$ cat src/rtl/pgx_pkg.sv
package pgx_pkg;
  typedef enum logic [1:0] {
    OP_LDI   = 2'd0,
    OP_COPY  = 2'd1,
    OP_SUM   = 2'd2,
    OP_CMPGT = 2'd3
  } pgx_op_e;

  typedef enum logic {
    ST_ACCEPT = 1'b0,
    ST_COMMIT = 1'b1
  } pgx_state_e;
endpackage

$ cat src/rtl/pgx_alu.sv
module pgx_alu #(
  parameter int DW = 16
) (
  input  logic [1:0]    op,
  input  logic [DW-1:0] src_a,
  input  logic [DW-1:0] src_b,
  input  logic [DW-1:0] imm,
  output logic [DW-1:0] result,
  output logic          a_gt_b
);
  import pgx_pkg::*;

  always_comb begin
    a_gt_b = (src_a > src_b);
    unique case (pgx_op_e'(op))
      OP_LDI:  result = imm;
      OP_COPY: result = src_a;
      OP_SUM:  result = src_a + src_b;
      default: result = '0;
    endcase
  end
endmodule

$ cat src/rtl/pgx_regfile.sv
module pgx_regfile #(
  parameter int NENT  = 8,
  parameter int W     = 16,
  parameter int NWP   = 1,
  parameter int NRP   = 2,
  parameter bit HARD0 = 1'b0,
  localparam int IW   = $clog2(NENT)
) (
  input  logic                   clk,
  input  logic                   rst_n,
  input  logic [NWP-1:0]         wr_en,
  input  logic [NWP-1:0][IW-1:0] wr_idx,
  input  logic [NWP-1:0][W-1:0]  wr_dat,
  input  logic                   commit,
  input  logic [NRP-1:0][IW-1:0] rd_idx,
  output logic [NRP-1:0][W-1:0]  rd_dat,
  output logic [NENT-1:0][W-1:0] arch_o,
  output logic                   dup_o
);
  logic [NENT-1:0][W-1:0] arch_q, arch_d;
  logic [NENT-1:0][W-1:0] pd_q, pd_d;
  logic [NENT-1:0]        pv_q, pv_d;

  // Next-state: writes go to the pending buffer; commit folds it into arch.
  always_comb begin
    arch_d = arch_q;
    pd_d   = pd_q;
    pv_d   = pv_q;
    dup_o  = 1'b0;
    if (commit) begin
      for (int e = 0; e < NENT; e++) begin
        if (pv_q[e]) arch_d[e] = pd_q[e];
      end
      pv_d = '0;
    end else begin
      for (int p = 0; p < NWP; p++) begin
        if (wr_en[p] && !(HARD0 && wr_idx[p] == '0)) begin
          if (pv_d[wr_idx[p]]) dup_o = 1'b1;
          pv_d[wr_idx[p]] = 1'b1;
          pd_d[wr_idx[p]] = wr_dat[p];
        end
      end
    end
  end

  always_ff @(posedge clk or negedge rst_n) begin
    if (!rst_n) begin
      arch_q <= '0;
      pd_q   <= '0;
      pv_q   <= '0;
    end else begin
      arch_q <= arch_d;
      pd_q   <= pd_d;
      pv_q   <= pv_d;
    end
  end

  generate
    for (genvar r = 0; r < NRP; r++) begin : g_rd
      if (HARD0) begin : g_hard
        assign rd_dat[r] = (rd_idx[r] == '0) ? {W{1'b1}} : arch_q[rd_idx[r]];
      end else begin : g_plain
        assign rd_dat[r] = arch_q[rd_idx[r]];
      end
    end
  endgenerate

  assign arch_o = arch_q;
endmodule

$ cat src/rtl/pgx_ctrl.sv
module pgx_ctrl (
  input  logic clk,
  input  logic rst_n,
  input  logic in_valid,
  input  logic in_stop,
  input  logic dup_any,
  output logic in_ready,
  output logic fire,
  output logic commit,
  output logic err_o
);
  import pgx_pkg::*;

  pgx_state_e state_q, state_d;
  logic       dup_seen_q, dup_seen_d;

  assign in_ready = (state_q == ST_ACCEPT);
  assign fire     = in_valid && in_ready;
  assign commit   = (state_q == ST_COMMIT);
  assign err_o    = commit && dup_seen_q;

  always_comb begin
    state_d    = state_q;
    dup_seen_d = dup_seen_q;
    if (commit) begin
      state_d    = ST_ACCEPT;
      dup_seen_d = 1'b0;
    end else if (fire) begin
      if (dup_any) dup_seen_d = 1'b1;
      if (in_stop) state_d = ST_COMMIT;
    end
  end

  always_ff @(posedge clk or negedge rst_n) begin
    if (!rst_n) begin
      state_q    <= ST_ACCEPT;
      dup_seen_q <= 1'b0;
    end else begin
      state_q    <= state_d;
      dup_seen_q <= dup_seen_d;
    end
  end
endmodule

$ cat src/rtl/pgx_group_exec.sv
module pgx_group_exec #(
  parameter int DW    = 16,
  parameter int NREG  = 8,
  parameter int NPRED = 8,
  localparam int RW   = $clog2(NREG),
  localparam int PW   = $clog2(NPRED)
) (
  input  logic          clk,
  input  logic          rst_n,
  input  logic          in_valid,
  output logic          in_ready,
  input  logic [1:0]    in_op,
  input  logic [PW-1:0] in_guard,
  input  logic [RW-1:0] in_dst,
  input  logic [PW-1:0] in_pt,
  input  logic [PW-1:0] in_pf,
  input  logic [RW-1:0] in_ra,
  input  logic [RW-1:0] in_rb,
  input  logic [DW-1:0] in_imm,
  input  logic          in_stop,
  output logic          err_o,
  input  logic [RW-1:0] obs_ridx,
  output logic [DW-1:0] obs_rdat,
  input  logic [PW-1:0] obs_pidx,
  output logic          obs_pdat
);
  import pgx_pkg::*;

  // Reset: asserted asynchronously, released on the clock.
  logic rst_s1, rst_s2;
  always_ff @(posedge clk or negedge rst_n) begin
    if (!rst_n) begin
      rst_s1 <= 1'b0;
      rst_s2 <= 1'b0;
    end else begin
      rst_s1 <= 1'b1;
      rst_s2 <= rst_s1;
    end
  end

  logic fire, commit, dup_d, dup_p;
  logic [2:0][RW-1:0]        drd_idx;
  logic [2:0][DW-1:0]        drd_dat;
  logic [1:0][PW-1:0]        prd_idx;
  logic [1:0][0:0]           prd_dat;
  logic [NREG-1:0][DW-1:0]   darch;
  logic [NPRED-1:0][0:0]     parch;
  logic [DW-1:0]             alu_res;
  logic                      a_gt_b, guard_ok, is_cmp;
  logic [0:0]                dwe;
  logic [1:0]                pwe;
  logic [1:0][PW-1:0]        pw_idx;
  logic [1:0][0:0]           pw_dat;

  assign drd_idx  = {obs_ridx, in_rb, in_ra};
  assign prd_idx  = {obs_pidx, in_guard};
  assign guard_ok = prd_dat[0][0];
  assign is_cmp   = (pgx_op_e'(in_op) == OP_CMPGT);
  assign dwe      = fire && guard_ok && !is_cmp;
  assign pwe      = {2{fire && guard_ok && is_cmp}};
  assign pw_idx   = {in_pf, in_pt};
  assign pw_dat   = {~a_gt_b, a_gt_b};
  assign obs_rdat = drd_dat[2];
  assign obs_pdat = prd_dat[1][0];

  pgx_ctrl u_ctrl (
    .clk      (clk),
    .rst_n    (rst_s2),
    .in_valid (in_valid),
    .in_stop  (in_stop),
    .dup_any  (dup_d | dup_p),
    .in_ready (in_ready),
    .fire     (fire),
    .commit   (commit),
    .err_o    (err_o)
  );

  pgx_alu #(.DW(DW)) u_alu (
    .op     (in_op),
    .src_a  (drd_dat[0]),
    .src_b  (drd_dat[1]),
    .imm    (in_imm),
    .result (alu_res),
    .a_gt_b (a_gt_b)
  );

  pgx_regfile #(.NENT(NREG), .W(DW), .NWP(1), .NRP(3), .HARD0(1'b0)) u_dreg (
    .clk    (clk),
    .rst_n  (rst_s2),
    .wr_en  (dwe),
    .wr_idx (in_dst),
    .wr_dat (alu_res),
    .commit (commit),
    .rd_idx (drd_idx),
    .rd_dat (drd_dat),
    .arch_o (darch),
    .dup_o  (dup_d)
  );

  pgx_regfile #(.NENT(NPRED), .W(1), .NWP(2), .NRP(2), .HARD0(1'b1)) u_preg (
    .clk    (clk),
    .rst_n  (rst_s2),
    .wr_en  (pwe),
    .wr_idx (pw_idx),
    .wr_dat (pw_dat),
    .commit (commit),
    .rd_idx (prd_idx),
    .rd_dat (prd_dat),
    .arch_o (parch),
    .dup_o  (dup_p)
  );
endmodule

$ cat config.mk
export PLATFORM = sky130hd
export DESIGN_NAME = pgx_group_exec
export DESIGN_NICKNAME = d
export VERILOG_FILES = /design/src/rtl/pgx_pkg.sv /design/src/rtl/pgx_alu.sv /design/src/rtl/pgx_regfile.sv /design/src/rtl/pgx_ctrl.sv /design/src/rtl/pgx_group_exec.sv
export SDC_FILE = /design/constraint.sdc
export NUM_CORES = 1
export LEC_CHECK = 0
export BUFFER_PORTS_ARGS = -buffer_cell sky130_fd_sc_hd__buf_2
export CAP_MARGIN = 20
export CORE_ASPECT_RATIO = 0.9
export CORE_UTILIZATION = 45
export CTS_CLUSTER_SIZE = 8
export DETAILED_ROUTE_END_ITERATION = 6
export HOLD_SLACK_MARGIN = 0.03
export PLACE_DENSITY = 0.6
export SYNTH_ARGS = -nofsm -noshare
export SYNTH_HDL_FRONTEND = slang
export SYNTH_SLANG_ARGS = --single-unit
$ cat constraint.sdc
create_clock -name clk -period 9.7 [get_ports clk]
set_input_delay 0.97 -clock clk [delete_from_list [all_inputs] [get_ports clk]]
set_output_delay 0.97 -clock clk [all_outputs]
set_load 0.005 [all_outputs]
Word-level counts from Yosys, hierarchy flattened
Index checks and enable logic that the tools add are counted.

Bits in registers: 292. Bits in read-only memories: 0. Word-level logic and storage cells: 152. Latch bits: 0. Bits of input ports: 46. Bits in writable memories: 0. Memories: 0.

Multiplexer cells: 53. $add $sub $neg: 1. Multipliers: 0. Reduce and logical (&&, ||, !) cells: 39. Bitwise logic cells: 6. Shifts and indexed selects: 0. $lt $le $gt $ge: 12. Divide/modulo/power cells: 0. Equality and inequality tests: 3.

Operators by type and width (number): binary-select mux 16 bit (select 3 bit) (3); bitwise mux 128 bit (1); two-way mux 8 bit (9); two-way mux 16 bit (4); demux 16 bit (select 3 bit) (1); case mux 16 bit (3 select lines) (1); AND reduction 2 bit (18); < comparator 3 x 4 -> 1 bit (second input constant) (8); two-way mux 1 bit (24); OR 8 bit (3); adder 16 bit (1); bitwise mux 8 bit (2); greater-than comparator 16 bit (1); binary-select mux 1 bit (select 3 bit) (5); logical NOT 3 bit (4); logical AND 1 bit (10); demux 1 bit (select 3 bit) (3); greater-or-equal comparator 3 x 1 -> 1 bit (second input constant) (3); nonzero test 2 bit (3); equality test 2 bit (second input constant) (2); logical NOT 1 bit (3); equality test 2 x 1 -> 1 bit (second input constant) (1); logical NOT 2 bit (1); NOT 1 bit (2); OR 1 bit (1).

Logic depth before layout (Yosys ltp)
Depth in word-level cells: 17. Gate-level depth with buffers: 16.

Modules after synthesis
A second synthesis with hierarchy kept.

Cell total of the unflattened synthesis: 1151. Area total of the unflattened synthesis: 16223.1 sq um.

Modules (own cells, without submodules): pgx_regfile at u_dreg (instances 1, sequential area each 6606.3 sq um, cells an instance 756, area each 12897.4 sq um); pgx_alu (instances 1, sequential area each 0.0 sq um, cells an instance 230, area each 1662.8 sq um); pgx_regfile at u_preg (instances 1, sequential area each 600.6 sq um, cells an instance 148, area each 1498.9 sq um); pgx_ctrl (instances 1, sequential area each 50.0 sq um, cells an instance 8, area each 83.8 sq um); pgx_group_exec (instances 1, sequential area each 50.0 sq um, cells an instance 9, area each 80.1 sq um).

Worst setup path before layout
Ideal clock, no wire load.

Kind: input to register. From: in in_rb[0]. To: reg u_dreg.pd_q[110] in the netlist's numbering. Cell stages on the path: 14. Arrival time: 4495 ps. Setup slack: 5059 ps. Path buffers: 2. Path through: clkbuf_1 -> buf_1 -> mux4_2 -> mux2_2 -> ha_1 -> inv_1 -> fa_1 -> nor2_1 -> o311ai_1 -> a211oi_1 -> a211o_1 -> xnor2_1 -> a2bb2oi_1 -> mux2i_1.

Cells in the longest elaborated chain, start to end: 5.

Ends and longest elaborated chain: start: declaration (RTL line pgx_group_exec.sv:18) `input logic [RW-1:0] in_rb,`; binary-select mux 16 bit (select 3 bit) (RTL line pgx_regfile.sv:63) `assign rd_dat[r] = arch_q[rd_idx[r]];`; two-way mux 16 bit (not written as such) (RTL line pgx_regfile.sv:63); adder 16 bit (RTL line pgx_alu.sv:18) `OP_SUM: result = src_a + src_b;`; case mux 16 bit (3 select lines) (RTL line pgx_alu.sv:15) `unique case (pgx_op_e'(op))`; bitwise mux 128 bit (RTL line pgx_regfile.sv:40) `pd_d[wr_idx[p]] = wr_dat[p];`; end signal: assignment (RTL line pgx_regfile.sv:53) `pd_q <= pd_d;`; end: declaration (RTL line pgx_regfile.sv:21) `logic [NENT-1:0][W-1:0] pd_q, pd_d;`.

Every way passes these cells. The select of a mux whose other input is x is not followed. A chain may end at the register's enable or synchronous reset.

Worst setup path in the final report
From: in in_rb[0]. To: reg u_dreg.pd_q[14] in the netlist's numbering.

Same word-level chain as after synthesis.

==> out/results.ini <==
[cts]
path_clk_slew_ps = 50
cts-htree-levels = 2
post_cts_buffers = 0
cts_buffers = 42
cts.repair.resized = 0
root_buffer = clkbuf_16
postCtsHoldBufs = 0
clock_path_buffers = 3
clkSinkCount = 290
clock_latency_ps = 550
cts_tree = done

[worst_setup_path]
critical_path.endpoint_type = register
cp_max_fo = 32
slowest_stage = a2bb2oi_1
required_ps = 10090
crit_path_cell_trace = buf_2, buf_4, mux4_2, mux2_2, ha_1, inv_1, fa_1, nor2_1, o311ai_1, a211oi_1, a211o_1, xnor2_1, a2bb2oi_1, a21oi_1
worstPathArrival_ps = 5050
max_stage_delay_ps = 660
critPathTopFamily = compound AO/OA/AOI/OAI gates
critPathBufInv = 3
start_kind = input pin
critical_path_class = input pin to register

[floorplan]
die_area_um2 = 35100
fp.coreArea_um2 = 33900
die_w_um = 197
start_util_pct = 45.7
io-pin-count = 65
die-height_um = 178
rows = 64

[sta]
post-route-period-util_pct = 48.0
finClkSkew_ps = 20.3
tns_ps = 0
hold_violations = 0
tightest_slew_ps = 1140
finalMaxSlewViolations = 0
slew_headroom_pct = 24.0
final-setup-viol-count = 0
period_minus_slack_ps = 4650
rsz0062_at_grt = false
max_freq_mhz = 215

[yosys]
ys_ff_latch = 290
syn-num-nets = 1351
postSynthCellCount = 1273
ys_seq_area_share_pct = 46.9
synth_area_per_cell_um2 = 12.1
synth-edff-count = 0
synth_area_um2 = 15500
synthDistinctLibCells = 66
ys.flop_type = dfrtp_1
yosysWarningCount = 0
ys_async_sr_fraction_pct = 100

[drt]
vias_per_cell = 5.94
routedWlPerCell_um = 24.1
ant_nets = 0
drtIter0Drc = 820
totalWireLength_mm = 43.1
dr_total_vias = 10600
drc = 0
dr.pass1.iters = 5

[final_layout]
most-common-layout-cells = dfrtp_1, mux2_2, nor2_1
drive_gt1_share_pct = 32.5
area_growth_pct = 12.3
layout_commonest_cell = dfrtp_1
diodes = 0
nNetsFinal = 1400

[global_route]
grt-busiest-layer = met2
grt_pass1_wl_mm = 66.3
grt_usage_pct = 25.6
first_global_vias = 10700
grt_max_degree = 84
met2_usage_pct = 40.0
overflow = 0
met1_usage_pct = 36.9
grt_use_met3_pct = 4.09
antenna_found_initial = 0

[min_path]
hp-class = input pin to asynchronous set/reset pin

[power]
ir_drop_mv = 0.112
power_leakage_uw = 0.00821
power_density_nw_per_um2 = 191
fin_total_pwr_uw = 3310

[placement]
hpwlAfterDp_mm = 27.3
gp_congestion = 0.931
portBuffers = 64

[job]
maxCapViolCount = 0

[status]
status = completed

==> sequential cells by signal, indices dropped and copies added, names as in the netlist <==
name and flops:
rst_s1 1, u_ctrl.commit 1, u_preg.arch_o 7, u_preg.pv_q 8
u_ctrl.dup_seen_q 1, rst_s2 1, u_dreg.arch_o 128, u_dreg.pd_q 128
u_dreg.pv_q 8, u_preg.pd_q 7
==> cell families (layout without fill, tap and decap cells) <==
kind of cell    Yosys count  after routing  synth area share, %
mux                     322            322                 30.5
flops                   290            290                 46.9
simple gates            278            278                 7.89
compound gates          220            220                 8.20
buf+inv                 120            173                 3.27
fa+ha+maj                32             32                 2.64
xor+xnor                 10             10                0.566
other cells               1              1               0.0242
==> worst paths after layout <==
kind | cells past startpoint | slack, ps | end | from
setup reg to reg | 13 | 5820 | u_dreg.pd_q[14]$_DFFE_PN0P_ | u_dreg.arch_o[80]$_DFFE_PN0P_
max in group asynchronous | 1 | 7900 | u_dreg.arch_o[35]$_DFFE_PN0P_ | rst_s2$_DFF_PN0_
hold reg to reg | 0 | 350 | rst_s2$_DFF_PN0_ | rst_s1$_DFF_PN0_
min in group clk | 0 | 350 | rst_s2$_DFF_PN0_ | rst_s1$_DFF_PN0_
setup / recovery | 14 | 5050 | u_dreg.pd_q[14]$_DFFE_PN0P_ | in_rb[0]
hold / removal | 1 | 210 | rst_s2$_DFF_PN0_ | rst_n
==> cells in the mapped netlist (8+ instances only) <==
master | count | share of area [%]
a211oi_1 | 8 | 0.39
a21oi_1 | 106 | 3.4
buf_1 | 13 | 0.32
buf_2 | 19 | 0.61
clkbuf_1 | 41 | 1.0
dfrtp_1 | 290 | 47
ha_1 | 31 | 2.5
inv_1 | 39 | 0.95
mux2_2 | 183 | 13
mux2i_1 | 38 | 2.5
mux4_2 | 101 | 15
nand2_1 | 95 | 2.3
nand2b_1 | 9 | 0.36
nor2_1 | 120 | 2.9
nor3_1 | 8 | 0.26
o21ai_0 | 60 | 1.9
==> area by class of cell <==
type                            count  area (um^2)
Clock buffer                       44         1060
Tap cell                          462          578
Multi-Input combinational cell    863         7720
Inverter                           39          146
Clock inverter                      4         66.3
Fill cell                        2999        16500
Timing Repair Buffer               86          529
Sequential cell                   290         7260
==> worst reg2reg max path, stage by stage, from the launching register on <==
cell	delay [ps]
dfrtp_1	420
mux4_2	470
mux2i_1	210
inv_1	90
ha_1	220
inv_1	80
fa_1	220
nor2_1	80
o311ai_1	420
a211oi_1	210
a211o_1	350
xnor2_1	130
a2bb2oi_1	660
a21oi_1	170
==> through the flow <==
step / util [%] / hold WS (ps) / worst slack (ps) / cell area [um^2] / instances
2_1_floorplan: - / 331 / 1020 / 15500 / 1273
3_3_place_gp: 47.7 / 338 / 4500 / 16200 / 1737
3_5_place_dp: 47.7 / 340 / 4470 / 16200 / 1737
4_1_cts: 51.1 / 197 / 5040 / 17300 / 1785
5_1_grt: 51.3 / 197 / 4660 / 17400 / 1788
6_report: 51.3 / 208 / 5050 / 17400 / 1788
==> layer usage <==
| metal | wire (um) | share of wire (%) |
|---|---|---|
| met4 | 1030 | 2.4 |
| met3 | 2280 | 5.3 |
| met1 | 19900 | 46 |
| met5 | 0 | 0 |
| met2 | 19900 | 46 |
==> power by group <==
part	switching, uW	internal [uW]
combinational	287	253
clock	527	771
sequential	105	1370
Note: power is estimated with default switching activity, not from simulation.
